--- config.mk ---
export PLATFORM = sky130hd
export DESIGN_NAME = kbrx_port
export DESIGN_NICKNAME = d
export VERILOG_FILES = /design/src/rtl/kbrx_pkg.sv /design/src/rtl/kbrx_decode.sv /design/src/rtl/kbrx_state.sv /design/src/rtl/kbrx_readmux.sv /design/src/rtl/kbrx_port.sv
export SDC_FILE = /design/constraint.sdc
export NUM_CORES = 1
export LEC_CHECK = 0
export ABC_AREA = 1
export CAP_MARGIN = 25
export CORE_UTILIZATION = 31
export DETAILED_ROUTE_END_ITERATION = 8
export GPL_ROUTABILITY_DRIVEN = 0
export GPL_TIMING_DRIVEN = 0
export PLACE_DENSITY = 0.86
export SKIP_CTS_REPAIR_TIMING = 1
export SLEW_MARGIN = 30
export SYNTH_ARGS = -nofsm -noshare
export SYNTH_HDL_FRONTEND = slang
export SYNTH_HIERARCHICAL = 1
export SYNTH_SLANG_ARGS = --single-unit
export TNS_END_PERCENT = 20
--- constraint.sdc ---
create_clock -name clk -period 2.75 [get_ports clk]
set_clock_uncertainty 0.1 [all_clocks]
set_input_delay 0.4125 -clock clk [delete_from_list [all_inputs] [get_ports clk]]
set_output_delay 0.4125 -clock clk [all_outputs]
set_load 0.02 [all_outputs]
--- src/rtl/kbrx_pkg.sv ---
package kbrx_pkg;
  // Which register an access decodes to
  typedef enum logic [1:0] {
    SEL_NONE = 2'd0,
    SEL_CTRL = 2'd1,
    SEL_DATA = 2'd2
  } kbrx_sel_e;

  localparam logic [31:0] KBRX_DEFAULT_BASE = 32'hFFFF_0000;
  localparam int unsigned KBRX_DATA_OFFSET  = 4;
  // bit positions inside the status/control word
  localparam int unsigned KBRX_BIT_READY = 0;
  localparam int unsigned KBRX_BIT_IE    = 1;
endpackage

--- src/rtl/kbrx_decode.sv ---
module kbrx_decode
  import kbrx_pkg::*;
#(
  parameter int unsigned ADDR_W = 32,
  parameter logic [ADDR_W-1:0] BASE = KBRX_DEFAULT_BASE
) (
  input  logic              bus_sel,
  input  logic              bus_we,
  input  logic [ADDR_W-1:0] bus_addr,
  output kbrx_sel_e         hit,
  output logic              rd,
  output logic              wr
);
  localparam logic [ADDR_W-1:0] DATA_ADDR = BASE + ADDR_W'(KBRX_DATA_OFFSET);

  always_comb begin
    hit = SEL_NONE;
    if (bus_addr == BASE)           hit = SEL_CTRL;
    else if (bus_addr == DATA_ADDR) hit = SEL_DATA;
    rd = bus_sel && !bus_we;
    wr = bus_sel && bus_we;
  end
endmodule

--- src/rtl/kbrx_state.sv ---
module kbrx_state
  import kbrx_pkg::*;
#(
  parameter int unsigned DATA_W = 8
) (
  input  logic              clk,
  input  logic              rst,
  input  kbrx_sel_e         hit,
  input  logic              rd,
  input  logic              wr,
  input  logic              ie_wbit,
  input  logic              key_valid,
  input  logic [DATA_W-1:0] key_data,
  output logic              ready_q,
  output logic              ie_q,
  output logic [DATA_W-1:0] char_q,
  output logic              irq_q
);
  logic              ready_d;
  logic              ie_d;
  logic [DATA_W-1:0] char_d;

  always_comb begin
    ready_d = ready_q;
    // taking the character clears the flag; an arrival in the same cycle wins
    if (rd && hit == SEL_DATA) ready_d = 1'b0;
    if (key_valid)             ready_d = 1'b1;

    ie_d = ie_q;
    if (wr && hit == SEL_CTRL) ie_d = ie_wbit;

    char_d = key_valid ? key_data : char_q;
  end

  always_ff @(posedge clk) begin
    if (rst) begin
      ready_q <= 1'b0;
      ie_q    <= 1'b0;
      char_q  <= '0;
      irq_q   <= 1'b0;
    end else begin
      ready_q <= ready_d;
      ie_q    <= ie_d;
      char_q  <= char_d;
      // registered so that irq lines up with the flags it is built from
      irq_q   <= ready_d & ie_d;
    end
  end
endmodule

--- src/rtl/kbrx_readmux.sv ---
module kbrx_readmux
  import kbrx_pkg::*;
#(
  parameter int unsigned DATA_W = 8,
  parameter int unsigned BUS_W  = 32
) (
  input  logic              clk,
  input  logic              rst,
  input  kbrx_sel_e         hit,
  input  logic              rd,
  input  logic              ready_q,
  input  logic              ie_q,
  input  logic [DATA_W-1:0] char_q,
  output logic [BUS_W-1:0]  rdata_q
);
  logic [BUS_W-1:0] char_word;
  logic [BUS_W-1:0] ctrl_word;

  generate
    if (DATA_W < BUS_W) begin : g_pad
      assign char_word = {{(BUS_W-DATA_W){1'b0}}, char_q};
    end else begin : g_trunc
      assign char_word = char_q[BUS_W-1:0];
    end
  endgenerate

  always_comb begin
    ctrl_word = '0;
    ctrl_word[KBRX_BIT_READY] = ready_q;
    ctrl_word[KBRX_BIT_IE]    = ie_q;
  end

  always_ff @(posedge clk) begin
    if (rst) begin
      rdata_q <= '0;
    end else if (rd) begin
      unique case (hit)
        SEL_CTRL: rdata_q <= ctrl_word;
        SEL_DATA: rdata_q <= char_word;
        default:  rdata_q <= '0;
      endcase
    end else begin
      rdata_q <= '0;
    end
  end
endmodule

--- src/rtl/kbrx_port.sv ---
module kbrx_port
  import kbrx_pkg::*;
#(
  parameter int unsigned ADDR_W = 32,
  parameter int unsigned BUS_W  = 32,
  parameter int unsigned DATA_W = 8,
  parameter logic [ADDR_W-1:0] BASE = KBRX_DEFAULT_BASE
) (
  input  logic              clk,
  input  logic              rst,
  input  logic              bus_sel,
  input  logic              bus_we,
  input  logic [ADDR_W-1:0] bus_addr,
  input  logic [BUS_W-1:0]  bus_wdata,
  output logic [BUS_W-1:0]  bus_rdata,
  input  logic              key_valid,
  input  logic [DATA_W-1:0] key_data,
  output logic              irq
);
  kbrx_sel_e         hit;
  logic              rd;
  logic              wr;
  logic              ready_q;
  logic              ie_q;
  logic [DATA_W-1:0] char_q;

  // only the enable bit of a store is used
  logic unused_wbits;
  assign unused_wbits = ^{bus_wdata[BUS_W-1:KBRX_BIT_IE+1], bus_wdata[KBRX_BIT_READY]};

  kbrx_decode #(.ADDR_W(ADDR_W), .BASE(BASE)) u_decode (
    .bus_sel  (bus_sel),
    .bus_we   (bus_we),
    .bus_addr (bus_addr),
    .hit      (hit),
    .rd       (rd),
    .wr       (wr)
  );

  kbrx_state #(.DATA_W(DATA_W)) u_state (
    .clk       (clk),
    .rst       (rst),
    .hit       (hit),
    .rd        (rd),
    .wr        (wr),
    .ie_wbit   (bus_wdata[KBRX_BIT_IE]),
    .key_valid (key_valid),
    .key_data  (key_data),
    .ready_q   (ready_q),
    .ie_q      (ie_q),
    .char_q    (char_q),
    .irq_q     (irq)
  );

  kbrx_readmux #(.DATA_W(DATA_W), .BUS_W(BUS_W)) u_readmux (
    .clk     (clk),
    .rst     (rst),
    .hit     (hit),
    .rd      (rd),
    .ready_q (ready_q),
    .ie_q    (ie_q),
    .char_q  (char_q),
    .rdata_q (bus_rdata)
  );
endmodule

==> results of run 1 <==
kinds of logic (layout without fill, tap and decap cells):
group / count (synthesis) / in the layout
AND/OR/NAND/NOR: 81 / 81
adder cells (fa/ha/maj): 2 / 2
buffers and inverters: 48 / 105
AO/OA/AOI/OAI: 9 / 9
other: 1 / 24
flip-flops: 19 / 19
worst max-delay path, cell delays in order:
cell	delay (ps)
clkdlybuf4s50_1	460
nand2_1	50
inv_1	50
nand2_1	50
nor2_1	110
nand2_1	80
nor2_1	280
inv_1	80
ha_1	200
buf_2	160
nand2_1	70
nand2_1	40
inv_1	50
nor2_1	40
cell type report:
| type | instances | area [um2] |
|---|---|---|
| fill | 321 | 1390 |
| timing repair buffer | 53 | 531 |
| multi-input combinational | 116 | 488 |
| sequential | 19 | 380 |
| buffer | 26 | 196 |
| inverter | 22 | 87.6 |
| tap | 44 | 55.1 |
| clock buffer | 4 | 26.3 |
Yosys cell counts:
master / count
a21oi_2: 1
buf_2: 1
buf_4: 24
buf_6: 1
conb_1: 1
dfxtp_1: 19
ha_1: 2
inv_1: 20
inv_2: 1
inv_6: 1
nand2_1: 32
nand3_1: 3
nand3_2: 1
nand4_1: 2
nor2_1: 41
nor2_2: 2
o21ai_0: 8
path summary, 6_finish.rpt:
check | endpoint | startpoint | depth (start not counted) | slack, ps
setup reg to reg | u_state/irq_q$_SDFF_PP0_ | u_state/ie_q$_SDFF_PP0_ | 4 | 1980
hold / removal | u_state/ready_q$_SDFF_PP0_ | key_valid | 3 | 300
hold reg to reg | u_readmux/rdata_q[2]$_SDFF_PP0_ | u_state/char_q[2]$_SDFFE_PP0P_ | 2 | 340
setup / recovery | u_readmux/rdata_q[0]$_SDFF_PP0_ | bus_addr[30] | 14 | 710
where the power goes:
part           switching [mW]  internal, mW  total, mW
Combinational          0.0629        0.0889      0.152
Sequential            0.00447         0.284      0.289
Clock                  0.0805        0.0565      0.137
state kept, by name (all words and copies together) (netlist names):
name / cells
u_state/ready_q: 1
u_state/irq_q: 1
u_readmux/rdata_q: 8
u_state/ie_q: 1
u_state/char_q: 8
layout by cell type (no fill, tap or decap), drive strengths merged:
| cell | count |
|---|---|
| a21oi | 1 |
| dfxtp | 19 |
| conb | 24 |
| nand4 | 2 |
| nand3 | 4 |
| clkdlybuf4s50 | 53 |
| nand2 | 32 |
| inv | 22 |
| o21ai | 8 |
| ha | 2 |
| clkbuf | 4 |
| nor2 | 43 |
| buf | 26 |
per-stage QoR:
stage	hold slack (ps)	instance area [um2]	utilization	worst slack, ps
3_3_place_gp	322	1740	0.551	477
3_5_place_dp	327	1740	0.551	405
2_1_floorplan	311	1150	-	1050
6_report	302	1760	0.560	713
4_1_cts	307	1760	0.560	717
5_1_grt	304	1760	0.560	540
routing by layer:
layer | vias to the layer above | part of all wire | wire length, um | global-route usage
li1 | 589 | - | - | -
met1 | 448 | 0.39 | 894 | 0.125
met2 | 47 | 0.52 | 1200 | 0.268
met3 | 3 | 0.074 | 169 | 0.0213
met4 | 0 | 0.013 | 30 | 0.0747
met5 | - | 0 | 0 | 0
==> metrics.md, run 1 <==
| Metric | Value |
|---|---|
| Final #Nets | `320` |
| # port buffers | `53` |
| Starting DRT DRC Count | `44` |
| PwrDens | `327 nW/um2` |
| Post-Synth Adder-Cell Area | `0.0235` |
| Final worst path period share | `0.741` |
| Routed vias | `1087` |
| Mapped cell area | `1070 um2` |
| Layout area overhead | `65.5%` |
| Die Width | `60.6 um` |
| Routed wire length | `2.29 mm` |
| Max IR drop VDD | `0.114 mV` |
| Initial Utilization | `0.338` |
| Yosys top cell by area | `dfxtp_1` |
| Die Y | `60.6 um` |
| TritonCTS clock tree | `yes` |
| DP Cell Count | `280` |
| HPWL after DPL | `1.97 mm` |
| CP required | `2850 ps` |
| Diode count | `0` |
| DRC viols | `0` |
| Overflow after GRT | `0` |
| Initial DRT Pass Iterations | `4` |
| H-tree Lvls | `1` |
| Largest family of logic cells by synthesized area | `simple AND/OR/NAND/NOR gates` |
| # setup viols final | `0` |
| Status | `completed` |
| Final Hold Vio Count | `0` |
| Max_cap viols | `0` |
| Total clock sinks | `19` |
| Post-synthesis compound-gate area fraction | `0.0458` |
| Finished Layout Cells | `284` |
| Critical path peak fanout | `8` |
| Initial antenna violation count | `0` |
| Routed length per instance | `8.08 um` |
| Clk_lat worst skew | `290 ps` |
| FP Rows | `20` |
| Clock-pin slew on the worst setup and hold paths | `100 ps` |
| Worst hold path type | `in -> reg` |
| Synth area leaders | `dfxtp_1 36%, buf_4 17%, nor2_1 14%` |
| Core box area | `3150 um2` |
| Post-synthesis sequential element count | `19` |
| Seq/Total Area, Yosys | `0.357` |
| Distinct cells, synth | `17` |
| Synth Area in XOR/XNOR | `0` |
| First-pass GRT wire length | `3.66 mm` |
| Synth Instances | `160` |
| CP arrival | `2140 ps` |
| Post-route ant nets | `0` |
| Vias per cell | `3.83` |
| RSZ-0062 raised after global routing | `no` |
| Final TNS setup | `0 ps` |
| Max Freq | `0.491 GHz` |
| I/O pins | `110` |
| Critical path class | `in -> reg` |
| Largest net degree at the start of global routing | `11` |
| Die area | `3680 um2` |
| Final Total Pwr | `0.577 mW` |
| Post-synthesis mux area share | `0` |
| CTS Buf Count | `3` |
| Crit path launch type | `input port` |
| Post-Synth Simple-Gate Area | `0.304` |
| Warnings from Yosys | `6` |
| Clock period minus worst slack | `2040 ps` |
| Post-Syn Area per Cell | `6.66 um2` |
| Gr usage total | `0.133` |
| Final Max Slew Viols | `0` |
| Layout cell share with drive strength beyond 1 | `0.146` |
| Total leakage power | `0.839 nW` |
| Synth top area share | `0.357` |
| Vias in the first global route | `967` |
| Max clock buf depth | `2` |
| Worst Setup End Kind | `flip-flop` |
| CTS root buf | `clkbuf_4` |
Power figures use the tool's default switching activity.
==> inputs of run 2 (changes only) <==
CORE_UTILIZATION = 29   (was 31)
PLACE_DENSITY = 0.81   (was 0.86)
clock period = 2 ns   (was 2.75 ns; I/O delays follow)
==> run 2 against run 1 <==
  * Worst setup slack got worse by 500 ps
  * Clock-buffer cell count did not move
  * Worst hold slack got worse by 110 ps
  * Global-route usage fell by 2.2 points
  * Core utilization fell by 4.1 points
  * Sequential power rose by 37%
  * Non-clock buffer count did not move
  * Sequential cell count did not move
  * Highest routed layer is now met3
  * Via count fell by 2.5%
  * Combinational power rose by 37%
==> metrics.md, run 2 (synthesis results as in run 1) <==
| Metric | Value |
|---|---|
| H-tree Lvls | `1 (unchanged)` |
| FP Rows | `21 (+5.0%)` |
| Worst r2r src | `u_state/ie_q$_SDFF_PP0_` |
| Metal3 WL | `174 um (+3.0%)` |
| Hold path cells | `3 (unchanged)` |
| Post-route ant nets | `0 (unchanged)` |
| Die Width | `62.6 um (+3.3%)` |
| DR WL met2 | `1.11 mm (-7.3%)` |
| CTS root buf | `clkbuf_4` |
| Layout cell share with drive strength beyond 1 | `0.154 (+0.00833)` |
| First-pass GRT wire length | `3.68 mm (+0.55%)` |
| Initial Utilization | `0.312 (-0.0260)` |
| Max clock buf depth | `2 (unchanged)` |
| Final Total Pwr | `0.787 mW (+36%)` |
| CTS Buf Count | `3 (unchanged)` |
| Die area | `3920 um2 (+6.7%)` |
| Worst hold path type | `in -> reg` |
| Overflow after GRT | `0 (unchanged)` |
| DR top layer | `met3` |
| DRC viols | `0 (unchanged)` |
| Gr usage total | `0.112 (-0.0217)` |
| Die Y | `62.6 um (+3.3%)` |
| Clock-pin slew on the worst setup and hold paths | `90 ps (about the same)` |
| Worst Setup End Kind | `flip-flop` |
| RSZ-0062 raised after global routing | `no` |
| Final Max Slew Viols | `0 (unchanged)` |
| Fillers | `338 (+5.3%)` |
| Routed vias | `1060 (-2.5%)` |
| Core box area | `3420 um2 (+8.3%)` |
| Routed length per instance | `7.57 um (-6.2%)` |
| I/O pins | `110 (unchanged)` |
| Crit path launch type | `input port` |
| TritonCTS clock tree | `yes` |
| Initial antenna violation count | `0 (unchanged)` |
| Status | `completed` |
| Initial DRT Pass Iterations | `4 (unchanged)` |
| Total leakage power | `0.839 nW (about the same)` |
| Diode count | `0 (unchanged)` |
| Total clock sinks | `19 (unchanged)` |
| R2R setup slack | `1210 ps (-770 ps)` |
| Max IR drop VDD | `0.251 mV (+120%)` |
| Largest net degree at the start of global routing | `11 (unchanged)` |
| Multi-input logic area | `493 um2 (+1.0%)` |
| Commonest cells after routing, fill and taps aside | `53 x clkdlybuf4s50_1, 39 x nor2_1, 32 x nand2_1, 24 x buf_4, 24 x conb_1` |
| Final #Nets | `320 (unchanged)` |
| Reg2reg end | `u_state/irq_q$_SDFF_PP0_` |
| Depth of the worst register-to-register path | `4 (unchanged)` |
| CP arrival | `1880 ps (-260 ps)` |
| Clk_lat worst skew | `280 ps (about the same)` |
| CP required | `2090 ps (-760 ps)` |
| Register area | `380 um2 (unchanged)` |
| Max_cap viols | `0 (unchanged)` |
| # setup viols final | `0 (unchanged)` |
| Hold Startpoint | `key_valid` |
| Max Freq | `0.559 GHz` |
| Layout area overhead | `66.2%` |
| Critical path peak fanout | `8 (unchanged)` |
| Vias per cell | `3.71 (-3.2%)` |
| HPWL after DPL | `1.88 mm (-4.9%)` |
| Util after Layout | `0.519 (-0.0408)` |
| # port buffers | `53 (unchanged)` |
| Starting DRT DRC Count | `39 (-11%)` |
| Clock period minus worst slack | `1790 ps` |
| Routed wire length | `2.17 mm (-5.6%)` |
| Critical path class | `in -> reg` |
| Final Hold Vio Count | `0 (unchanged)` |
| Met1 WL | `880 um (-1.6%)` |
| Hold Path Sink | `u_state/ready_q$_SDFF_PP0_` |
| Most common cell after layout, fill and taps aside | `clkdlybuf4s50_1` |
| Largest regs | `u_readmux/rdata_q (8), u_state/char_q (8)` |
| Final worst path period share | `0.895` |
| PwrDens | `444 nW/um2 (+36%)` |
| Vias in the first global route | `972 (+0.52%)` |
run 2: cell counts in the layout (fill, tap and decap cells not counted):
Identical to the previous run, type by type.
run 2: how the worst max path moves through the flow:
stage,slack (ps),to,start,cells after the start
after detailed placement,-150,u_readmux/rdata_q[0]$_SDFF_PP0_,bus_addr[29],14
final,210,u_readmux/rdata_q[0]$_SDFF_PP0_,bus_addr[20],14
after floorplan,410,u_readmux/rdata_q[0]$_SDFF_PP0_,bus_addr[15],12
after CTS,150,u_readmux/rdata_q[0]$_SDFF_PP0_,bus_addr[29],14
after global routing,20,u_readmux/rdata_q[0]$_SDFF_PP0_,bus_addr[13],13
after global placement,-150,u_readmux/rdata_q[0]$_SDFF_PP0_,bus_addr[30],14
run 2: cell type report:
class / instances / area share
repair buffers: 53 / 0.299
multi-input cells: 116 / 0.278
flip-flops and latches: 19 / 0.215
plain buffers: 26 / 0.111
inverters: 22 / 0.0494
well taps: 46 / 0.0325
clock buffers: 4 / 0.0148
run 2: report_power, final:
| part | total [mW] | internal, mW | switching [mW] |
|---|---|---|---|
| Sequential | 0.397 | 0.391 | 0.00642 |
| Clock | 0.181 | 0.0774 | 0.104 |
| Combinational | 0.208 | 0.122 | 0.0859 |
| Total | 0.787 | 0.590 | 0.196 |
run 2: critical path: stages:
cell,delay (ps)
clkdlybuf4s50_1,460
nand2_1,60
inv_1,50
nand2_1,40
nor2_1,90
nand2_1,90
nor2_2,190
inv_1,70
ha_1,190
buf_2,160
nand2_1,60
nand2_1,40
inv_1,50
nor2_1,30
run 2: metal layers:
layer / track usage / up-vias
met2: 0.223 / 39
li1: - / 587
met3: 0.0164 / 0
met4: 0.0349 / 0
met5: 0 / -
met1: 0.117 / 434
run 2: per-stage QoR:
stage	hold WS (ps)	setup WS (ps)	cell area, um2	instances	TNS (ps)
after global placement	327	-152	1740	282	-788
after floorplan	272	415	1150	183	0
after global routing	222	19.5	1770	286	0
after CTS	195	148	1770	286	0
final	194	210	1770	286	0
after detailed placement	332	-155	1740	282	-800
